$ cat src/rtl/ssi_pkg.sv
package ssi_pkg;
  typedef enum logic [1:0] {
    ST_IDLE  = 2'd0,
    ST_BURST = 2'd1,
    ST_PAUSE = 2'd2
  } ssi_state_e;
endpackage

$ cat src/rtl/ssi_cycle_timer.sv
// Counts system cycles while run_i is high and flags the last cycle of each
// period. A period of zero is treated as one.
module ssi_cycle_timer #(
  parameter int unsigned W = 8
) (
  input  logic         clk_i,
  input  logic         rst_ni,
  input  logic         run_i,
  input  logic [W-1:0] period_i,
  output logic         tick_o
);
  logic [W-1:0] cnt_q, cnt_d;
  logic [W-1:0] term_m1;

  always_comb begin
    term_m1 = (period_i == '0) ? '0 : period_i - 1'b1;
    tick_o  = run_i && (cnt_q >= term_m1);
    if (!run_i || tick_o) cnt_d = '0;
    else                  cnt_d = cnt_q + 1'b1;
  end

  always_ff @(posedge clk_i or negedge rst_ni) begin
    if (!rst_ni) cnt_q <= '0;
    else         cnt_q <= cnt_d;
  end

  // an idle timer starts every period from zero
  a_r3_timer_idle_zero: assert property (@(posedge clk_i) disable iff (!rst_ni)
    !run_i |=> (cnt_q == '0));
endmodule

$ cat src/rtl/ssi_frame_ctrl.sv
// Sequencer: idle, clock burst, pause. Owns the encoder clock line and the
// held start request.
module ssi_frame_ctrl
  import ssi_pkg::*;
#(
  parameter int unsigned DATA_BITS = 13
) (
  input  logic clk_i,
  input  logic rst_ni,
  input  logic start_i,
  input  logic free_run_i,
  input  logic half_tick_i,
  input  logic gap_done_i,
  output logic enc_clk_o,
  output logic burst_o,
  output logic pause_o,
  output logic sample_o,
  output logic last_o
);
  localparam int unsigned PULSES   = DATA_BITS + 1;
  localparam int unsigned LAST_EDG = 2 * PULSES - 1;
  localparam int unsigned EW       = $clog2(2 * PULSES + 1);
  localparam logic [EW-1:0] LAST_E = EW'(LAST_EDG);

  ssi_state_e    state_q, state_d;
  logic          clk_q, clk_d;
  logic [EW-1:0] edge_q, edge_d;
  logic          pend_q, pend_d;
  logic          go;

  always_comb begin
    go      = start_i | pend_q | free_run_i;
    state_d = state_q;
    clk_d   = clk_q;
    edge_d  = edge_q;
    pend_d  = pend_q;
    unique case (state_q)
      ST_IDLE: begin
        if (go) begin
          state_d = ST_BURST;
          clk_d   = 1'b0;
          edge_d  = EW'(1);
          pend_d  = 1'b0;
        end
      end
      ST_BURST: begin
        if (start_i) pend_d = 1'b1;
        if (half_tick_i) begin
          clk_d  = ~clk_q;
          edge_d = edge_q + 1'b1;
          if (edge_q == LAST_E) state_d = ST_PAUSE;
        end
      end
      ST_PAUSE: begin
        if (start_i) pend_d = 1'b1;
        if (gap_done_i) begin
          if (go) begin
            state_d = ST_BURST;
            clk_d   = 1'b0;
            edge_d  = EW'(1);
            pend_d  = 1'b0;
          end else begin
            state_d = ST_IDLE;
          end
        end
      end
      default: begin
        state_d = ST_IDLE;
        clk_d   = 1'b1;
      end
    endcase
  end

  always_ff @(posedge clk_i or negedge rst_ni) begin
    if (!rst_ni) begin
      state_q <= ST_IDLE;
      clk_q   <= 1'b1;
      edge_q  <= '0;
      pend_q  <= 1'b0;
    end else begin
      state_q <= state_d;
      clk_q   <= clk_d;
      edge_q  <= edge_d;
      pend_q  <= pend_d;
    end
  end

  assign enc_clk_o = clk_q;
  assign burst_o   = (state_q == ST_BURST);
  assign pause_o   = (state_q == ST_PAUSE);
  assign sample_o  = burst_o && half_tick_i && !clk_q;
  assign last_o    = sample_o && (edge_q == LAST_E);

  // the line is high whenever no burst runs
  a_r1_idle_clk_high: assert property (@(posedge clk_i) disable iff (!rst_ni)
    (state_q != ST_BURST) |-> clk_q);
  // a held request never survives into idle
  a_r7_idle_no_pending: assert property (@(posedge clk_i) disable iff (!rst_ni)
    (state_q == ST_IDLE) |-> !pend_q);
  // edge count stays inside one frame
  a_r2_edge_bound: assert property (@(posedge clk_i) disable iff (!rst_ni)
    (state_q == ST_BURST) |-> (edge_q >= EW'(1) && edge_q <= LAST_E));
  // the pause is entered only on a rising edge of the line
  a_r6_pause_on_rise: assert property (@(posedge clk_i) disable iff (!rst_ni)
    (state_q == ST_BURST && half_tick_i && edge_q == LAST_E) |=> (clk_q && state_q == ST_PAUSE));
endmodule

$ cat src/rtl/ssi_shift_capture.sv
// Shifts the data line in on each rising edge and publishes the low
// DATA_BITS of the frame with a one-cycle strobe.
module ssi_shift_capture #(
  parameter int unsigned DATA_BITS = 13
) (
  input  logic                 clk_i,
  input  logic                 rst_ni,
  input  logic                 sample_i,
  input  logic                 last_i,
  input  logic                 data_i,
  output logic [DATA_BITS-1:0] position_o,
  output logic                 valid_o
);
  localparam int unsigned SW = DATA_BITS + 1;

  logic [SW-1:0]        sh_q, sh_d;
  logic [DATA_BITS-1:0] pos_q, pos_d;
  logic                 val_q, val_d;

  always_comb begin
    sh_d  = sh_q;
    pos_d = pos_q;
    val_d = 1'b0;
    if (sample_i) sh_d = {sh_q[SW-2:0], data_i};
    if (last_i) begin
      pos_d = sh_d[DATA_BITS-1:0];
      val_d = 1'b1;
    end
  end

  always_ff @(posedge clk_i or negedge rst_ni) begin
    if (!rst_ni) begin
      sh_q  <= '0;
      pos_q <= '0;
      val_q <= 1'b0;
    end else begin
      sh_q  <= sh_d;
      pos_q <= pos_d;
      val_q <= val_d;
    end
  end

  assign position_o = pos_q;
  assign valid_o    = val_q;

  // strobe lasts a single cycle
  a_r5_single_strobe: assert property (@(posedge clk_i) disable iff (!rst_ni)
    valid_o |=> !valid_o);
  // position changes only together with the strobe
  a_r5_hold_position: assert property (@(posedge clk_i) disable iff (!rst_ni)
    !valid_o |-> $stable(position_o));
  // frame completion always coincides with a sample
  a_r4_last_is_sample: assert property (@(posedge clk_i) disable iff (!rst_ni)
    last_i |-> sample_i);
endmodule

$ cat src/rtl/ssi_enc_reader.sv
module ssi_enc_reader #(
  parameter int unsigned DATA_BITS = 13,
  parameter int unsigned DIV_W     = 8,
  parameter int unsigned PAUSE_W   = 16
) (
  input  logic                 clk_i,
  input  logic                 rst_ni,
  input  logic [DIV_W-1:0]     half_period_i,
  input  logic [PAUSE_W-1:0]   pause_len_i,
  input  logic                 start_i,
  input  logic                 free_run_i,
  output logic                 enc_clk_o,
  input  logic                 enc_data_i,
  output logic [DATA_BITS-1:0] position_o,
  output logic                 position_valid_o
);
  logic burst, pause, half_tick, gap_done, sample, last;

  ssi_cycle_timer #(.W(DIV_W)) u_half (
    .clk_i    (clk_i),
    .rst_ni   (rst_ni),
    .run_i    (burst),
    .period_i (half_period_i),
    .tick_o   (half_tick)
  );

  ssi_cycle_timer #(.W(PAUSE_W)) u_gap (
    .clk_i    (clk_i),
    .rst_ni   (rst_ni),
    .run_i    (pause),
    .period_i (pause_len_i),
    .tick_o   (gap_done)
  );

  ssi_frame_ctrl #(.DATA_BITS(DATA_BITS)) u_ctrl (
    .clk_i       (clk_i),
    .rst_ni      (rst_ni),
    .start_i     (start_i),
    .free_run_i  (free_run_i),
    .half_tick_i (half_tick),
    .gap_done_i  (gap_done),
    .enc_clk_o   (enc_clk_o),
    .burst_o     (burst),
    .pause_o     (pause),
    .sample_o    (sample),
    .last_o      (last)
  );

  ssi_shift_capture #(.DATA_BITS(DATA_BITS)) u_cap (
    .clk_i      (clk_i),
    .rst_ni     (rst_ni),
    .sample_i   (sample),
    .last_i     (last),
    .data_i     (enc_data_i),
    .position_o (position_o),
    .valid_o    (position_valid_o)
  );

  // a frame strobe can only follow burst activity
  a_r9_strobe_after_burst: assert property (@(posedge clk_i) disable iff (!rst_ni)
    position_valid_o |-> (pause && enc_clk_o));
endmodule

$ cat config.mk
export PLATFORM = sky130hd
export DESIGN_NAME = ssi_enc_reader
export DESIGN_NICKNAME = d
export VERILOG_FILES = /design/src/rtl/ssi_pkg.sv /design/src/rtl/ssi_cycle_timer.sv /design/src/rtl/ssi_frame_ctrl.sv /design/src/rtl/ssi_shift_capture.sv /design/src/rtl/ssi_enc_reader.sv
export SDC_FILE = /design/constraint.sdc
export NUM_CORES = 1
export LEC_CHECK = 0
export ABC_AREA = 1
export BUFFER_PORTS_ARGS = -buffer_cell sky130_fd_sc_hd__clkbuf_2
export CAP_MARGIN = 20
export CORE_MARGIN = 5
export CORE_UTILIZATION = 60
export DETAILED_ROUTE_END_ITERATION = 7
export PLACE_DENSITY = 0.89
export SETUP_SLACK_MARGIN = 0.15
export SLEW_MARGIN = 10
export SYNTH_ARGS = -nofsm -noshare
export SYNTH_HDL_FRONTEND = slang
export SYNTH_SLANG_ARGS = --single-unit
$ cat constraint.sdc
create_clock -name clk_i -period 2.75 [get_ports clk_i]
set_input_delay 0.1375 -clock clk_i [delete_from_list [all_inputs] [get_ports clk_i]]
set_output_delay 0.1375 -clock clk_i [all_outputs]
set_load 0.02 [all_outputs]
# Yosys cells after proc, flatten, opt, wreduce, memory -nomap -nowiden
# Cells that the tools add are included.
# classes
bitwise	3
magnitude_cmp	2
mux	25
eq_ne	7
reduce_logical	18
addsub	5
# ops
op	count
two-way mux 16 bit	2
adder 16 x 1 -> 16 bit, second input constant	1
greater-or-equal comparator 16 bit	1
logical NOT 16 bit	1
two-way mux 8 bit	2
subtractor 16 x 1 -> 16 bit, second input constant	1
two-way mux 5 bit	3
case mux 5 bit (3 select lines)	1
two-way mux 13 bit	1
two-way mux 1 bit	9
adder 8 x 1 -> 8 bit, second input constant	1
greater-or-equal comparator 8 bit	1
logical NOT 8 bit	1
two-way mux 2 bit	4
subtractor 8 x 1 -> 8 bit, second input constant	1
case mux 1 bit (3 select lines)	2
case mux 2 bit (3 select lines)	1
adder 5 x 1 -> 5 bit, second input constant	1
equality test 5 bit, second input constant	1
logical AND 1 bit	5
inequality test 2 x 1 -> 1 bit, second input constant	2
inequality test 2 bit, second input constant	2
AND reduction 2 bit	2
AND reduction 4 bit	1
9 further kinds	13
# word_totals
wordCells	69
out_inout_bits	15
inputBits	29
reg_bits	60

# Depth between registers and ports, before layout
# logic_depth
depth_word	8
depth_mapped	21
depth_no_buf	21

# By module
# From an unflattened synthesis, not the netlist that was laid out.
# unflattened
hier_cells	567
area_unflattened_um2	4376.7
# by_module_without_submodules
module	seq_area_each_um2	n_inst	cells_each	area_per_inst_um2
ssi_cycle_timer at u_gap	400.4	1	241	1853.0
ssi_shift_capture	675.6	1	125	1106.1
ssi_cycle_timer at u_half	200.2	1	106	774.5
ssi_frame_ctrl	226.5	1	95	643.1

# Worst setup path after synthesis
# OpenSTA, ideal clock, no wires.
# synth_timing
kind	input -> register
startpoint	input pause_len_i[0]
endpoint	register u_ctrl.state_q[1]
slack_ps	548
path_buffers	2
arrival_time_ps	2084
setup_ps	118
stages	17
required_ps	2632
path_cell_list	inv_1 -> ha_1 -> nand3_1 -> nor3_1 -> nand2_1 -> buf_6 -> nand3_1 -> ha_1 -> nand2_1 -> inv_1 -> o21ai_0 -> a21oi_1 -> nor2_1 -> nand2_2 -> buf_6 -> nand4_1 -> nand2_1
# synth_between
elab_chain_len	6
elab_cells_between_ends	7
cone_classes	add/sub: 1; order compare: 1; eq/ne: 1; mux: 1; reduce/logical: 3
# synth_lines
element	line	rtl
start: declaration	ssi_enc_reader.sv:9	input logic [PAUSE_W-1:0] pause_len_i,
subtractor 16 x 1 -> 16 bit or logical NOT 16 bit (tied branches)	ssi_cycle_timer.sv:16	term_m1 = (period_i == '0) ? '0 : period_i - 1'b1;
two-way mux 16 bit (*)	ssi_cycle_timer.sv:16	
greater-or-equal comparator 16 bit (*)	ssi_cycle_timer.sv:17	tick_o = run_i && (cnt_q >= term_m1);
logical AND 1 bit (*)	ssi_cycle_timer.sv:17	
inequality test 2 bit (no source line) (*)	--	
AND reduction 4 bit (no source line) (*)	--	
end signal: assignment	ssi_frame_ctrl.sv:81	state_q <= state_d;
end: declaration	ssi_frame_ctrl.sv:25	ssi_state_e state_q, state_d;
# Mark *: on every way between the ends. The rest lies on a longest branch, timed or not.
# A chain may end at the register's enable or synchronous reset.

# Worst setup path after layout
# layout_timing
startpoint	input pause_len_i[0]
endpoint	register u_gap.cnt_q[6]
# layout_between
elab_chain_len	6
elab_cells_between_ends	7
cone_classes	add/sub: 1; order compare: 1; mux: 2; reduce/logical: 3
# layout_lines
element	line	rtl
subtractor 16 x 1 -> 16 bit or logical NOT 16 bit (tied branches)	ssi_cycle_timer.sv:16	
two-way mux 16 bit (*)	ssi_cycle_timer.sv:16	
greater-or-equal comparator 16 bit (*)	ssi_cycle_timer.sv:17	
logical AND 1 bit (*)	ssi_cycle_timer.sv:17	
logical OR 1 bit (*)	ssi_cycle_timer.sv:18	if (!run_i || tick_o) cnt_d = '0;
two-way mux 16 bit (*)	ssi_cycle_timer.sv:18	
named net u_gap.cnt_d[6]	ssi_cycle_timer.sv:12	logic [W-1:0] cnt_q, cnt_d;
end signal: assignment	ssi_cycle_timer.sv:24	else cnt_q <= cnt_d;
end: declaration	ssi_cycle_timer.sv:12	
# The timed path passes the listed nets; every way through them passes the cells marked *.

==> metrics.csv <==
stage,metric,value,unit
status,status,completed,
setup_path,internal reg-to-reg setup slack,840,ps
detailed_routing,Detail Route Antenna Nets,0,
setup_path,nature of the critical path endpoint,flip-flop,
placement,"worst slack, placed",-10.7,ps
placement,DP Cell Count,639,
cells_and_area,Final Cell Area,4600,sq um
detailed_routing,Routed WL,8.50,mm
sta,Tcrit/Tclk final,84.5,%
detailed_routing,first drt pass iteration count,4,
logic_synthesis,synth warn,0,
floorplan,full die area,8570,sq um
logic_synthesis,sequential share of the synthesized area,36.1,%
clock_network,total CTS buffers,9,
detailed_routing,number of remaining DRC errors,0,
clock_network,clk slew on worst S/H paths,60,ps
grt,first-pass GRT wire length,14.7,mm
cells_and_area,"leading cell type in the layout, fill and taps excluded",nand2_1,
floorplan,Die Y,92.6,um
grt,largest net degree at the start of global routing,27,
setup_path,Crit Path Max Fanout,19,
setup_path,worst path arrival time,2550,ps
cells_and_area,P&R area growth vs syn,12.4,%
sta,RSZ-0062 raised after global routing,false,
hold_path,hold endpoint,u_cap.sh_q[0]$_DFF_PN0_,
setup_path,r2r endpoint,u_gap.cnt_q[6]$_DFF_PN0_,
setup_path,Startpoint Class,primary input,
cells_and_area,fin cells,656,
sta,final setup fails,0,
power,Worst VDD drop,0.355,mV
power,total power,2.51,mW
floorplan,Rows,30,
sta,Worst-Margin Slew,344,ps
sta,Final Hold Fails,0,
logic_synthesis,post-synth cell types,44,
setup_path,worst r2r src,u_gap.cnt_q[9]$_DFF_PN0_,
logic_synthesis,number of synthesized register bits,59,
floorplan,Initial Utilization,60.9,%
clock_network,# clock sinks,59,
detailed_routing,Vias,3505,
setup_path,CP Class,in -> reg,
logic_synthesis,mean post-synth cell area,7.90,sq um
grt,vias in the first global route,3397,
floorplan,Die Wd,92.6,um
power,pwr dens,545,nW/um^2
logic_synthesis,syn_nets,581,
sta,Final Skew,9.17,ps
grt,GRT overflow,0,
hold_path,Worst Min Path Start,enc_data_i,
logic_synthesis,Syn Std Cell Area,4090,sq um
placement,GP Congestion,0.830,
clock_network,CTS tree,yes,
detailed_routing,DRT iter0 DRCs,154,
detailed_routing,routed len/inst,13.0,um
clock_network,CTS H-tree lvls,3,
clock_network,Clock Root Buffer,clkbuf_8,
clock_network,Max Root-Sink Buffers,2,
sta,Final Slew Violations,0,
placement,Post-DP Area,4380,sq um
cells_and_area,fillers,529,
grt,total track usage,20.9,%
sta,Tmin final,2330,ps
hold_path,Hold Crit Class,in -> reg,
detailed_routing,Vias/cell,5.34,
sta,max_slew headroom,77.0,%
grt,initial antenna violation count,0,
sta,Max Clk Rate,430,MHz
logic_synthesis,largest area contributor in the netlist,dfrtp_1,
sta,Setup WS post-layout,425,ps
placement,Final HPWL DP,6.48,mm
sta,Fin Setup TNS,0,ps
clock_network,clk_lat worst skew,330,ps
floorplan,Core Region,6720,sq um
cells_and_area,fin util,68.4,%
setup_path,Crit path required time,2980,ps
cells_and_area,net count reported at finish,634,
logic_synthesis,cell count after synthesis,518,
run,Max-Cap Viols,0,
logic_synthesis,synth top area cells,"dfrtp_1 (35%), nand2_1 (11%), ha_1 (10%)",
cells_and_area,ANT cells,0,
hold_path,hold depth,3,
logic_synthesis,top cell type's share of synthesized area,35.5,%
placement,IO buf count,43,
sta,hold slack,33.2,ps
power,Leak,2.35,nW
cells_and_area,layout cells sized above 1,21.5,%
floorplan,I/O pin count,44,
setup_path,worst-case reg-to-reg path depth,9,
cells_and_area,most frequent cells in the layout,"nand2_1 (122), inv_1 (70), dfrtp_1 (58), nor2_1 (48), clkbuf_2 (43)",
-- critical path, stage by stage --
cell and delay, ps:
clkbuf_2 90, inv_1 130, ha_1 180, nand3_1 80, nor3_1 290, nand2_2 250
nand3_1 170, ha_1 250, nand2_1 70, inv_1 30, o21ai_0 170, a21oi_1 90
nor2_1 120, nand2_2 120, buf_12 170, nor3_1 180
-- where the power goes --
group | leakage, nW | switching [mW] | internal, mW | total [mW]
clock | 0.0926 | 0.333 | 0.442 | 0.776
sequential | 0.813 | 0.0674 | 0.942 | 1.01
combinational | 1.44 | 0.461 | 0.262 | 0.722
-- what timing repair did --
item	4_1_cts	5_1_grt
resized for setup	0	2
setup buffers	0	0
hold endpoints to repair	7	0
hold buffers	1	0
endpoints found under the setup margin	0	8
-- cell usage after synthesis, drive strengths merged --
| cell type | count |
|---|---|
| nand2 | 135 |
| a31oi | 1 |
| a21oi | 13 |
| dfrtp | 58 |
| buf | 8 |
| nand4 | 19 |
| dfstp | 1 |
| ha | 34 |
| a21o | 1 |
| or2 | 7 |
| xor2 | 9 |
| nor4 | 3 |
| nor3b | 6 |
| nor2 | 58 |
| nand3b | 2 |
| xnor2 | 7 |
| o21a | 1 |
| inv | 71 |
| nor3 | 13 |
| nand3 | 33 |
| o21ai | 31 |
| and3 | 2 |
| a211oi | 1 |
| clkbuf | 2 |
| o21bai | 2 |
-- worst max-delay path by stage --
stage                    from                       endpoint  slack, ps  cells after the start
2_1_floorplan  pause_len_i[0]  u_ctrl.state_q[1]$_DFFE_PN0P_        550                     17
3_3_place_gp   pause_len_i[0]       u_gap.cnt_q[3]$_DFF_PN0_        180                     16
3_5_place_dp   pause_len_i[0]       u_gap.cnt_q[3]$_DFF_PN0_        -10                     16
4_1_cts        pause_len_i[0]       u_gap.cnt_q[3]$_DFF_PN0_        350                     16
5_1_grt        pause_len_i[0]       u_gap.cnt_q[8]$_DFF_PN0_        190                     16
6_report       pause_len_i[0]       u_gap.cnt_q[6]$_DFF_PN0_        420                     16
-- kinds of logic (layout without fill, tap and decap cells) --
group / Yosys count / count (layout) / synth area share [%]
xor gates and xnor gates: 16 / 16 / 3.43
buffers and inverters: 81 / 139 / 8.96
DFF: 59 / 59 / 36.1
and+or+nand+nor: 278 / 278 / 33.5
AOI/OAI and AO/OA: 50 / 50 / 7.55
adders and majority gates: 34 / 34 / 10.4
-- metal layers --
layer	routed length (um)	GRT usage [%]	vias up
met2	4290	36.5	72
li1	-	-	1776
met4	139	6.31	0
met1	3720	26.0	1641
met3	352	4.06	16
met5	0	0	-
-- registers in the layout, summed over array words and instances, names as in the netlist --
signal	cells
u_gap.cnt_q	16
u_cap.position_o	13
u_cap.sh_q	12
u_half.cnt_q	8
u_ctrl.edge_q	5
u_ctrl.state_q	2
u_cap.valid_o	1
u_ctrl.enc_clk_o	1
u_ctrl.pend_q	1
-- final cells by class --
| class | count | area (sq um) | area share, % |
|---|---|---|---|
| clock inverters | 4 | 50.0 | 1.09 |
| flip-flops and latches | 59 | 1480 | 32.1 |
| multi-input cells | 378 | 2250 | 49.0 |
| well taps | 80 | 100 | 2.18 |
| inverters | 71 | 272 | 5.91 |
| clock buffers | 12 | 145 | 3.16 |
| repair buffers | 52 | 298 | 6.48 |
(Power assumes the default switching activity.)
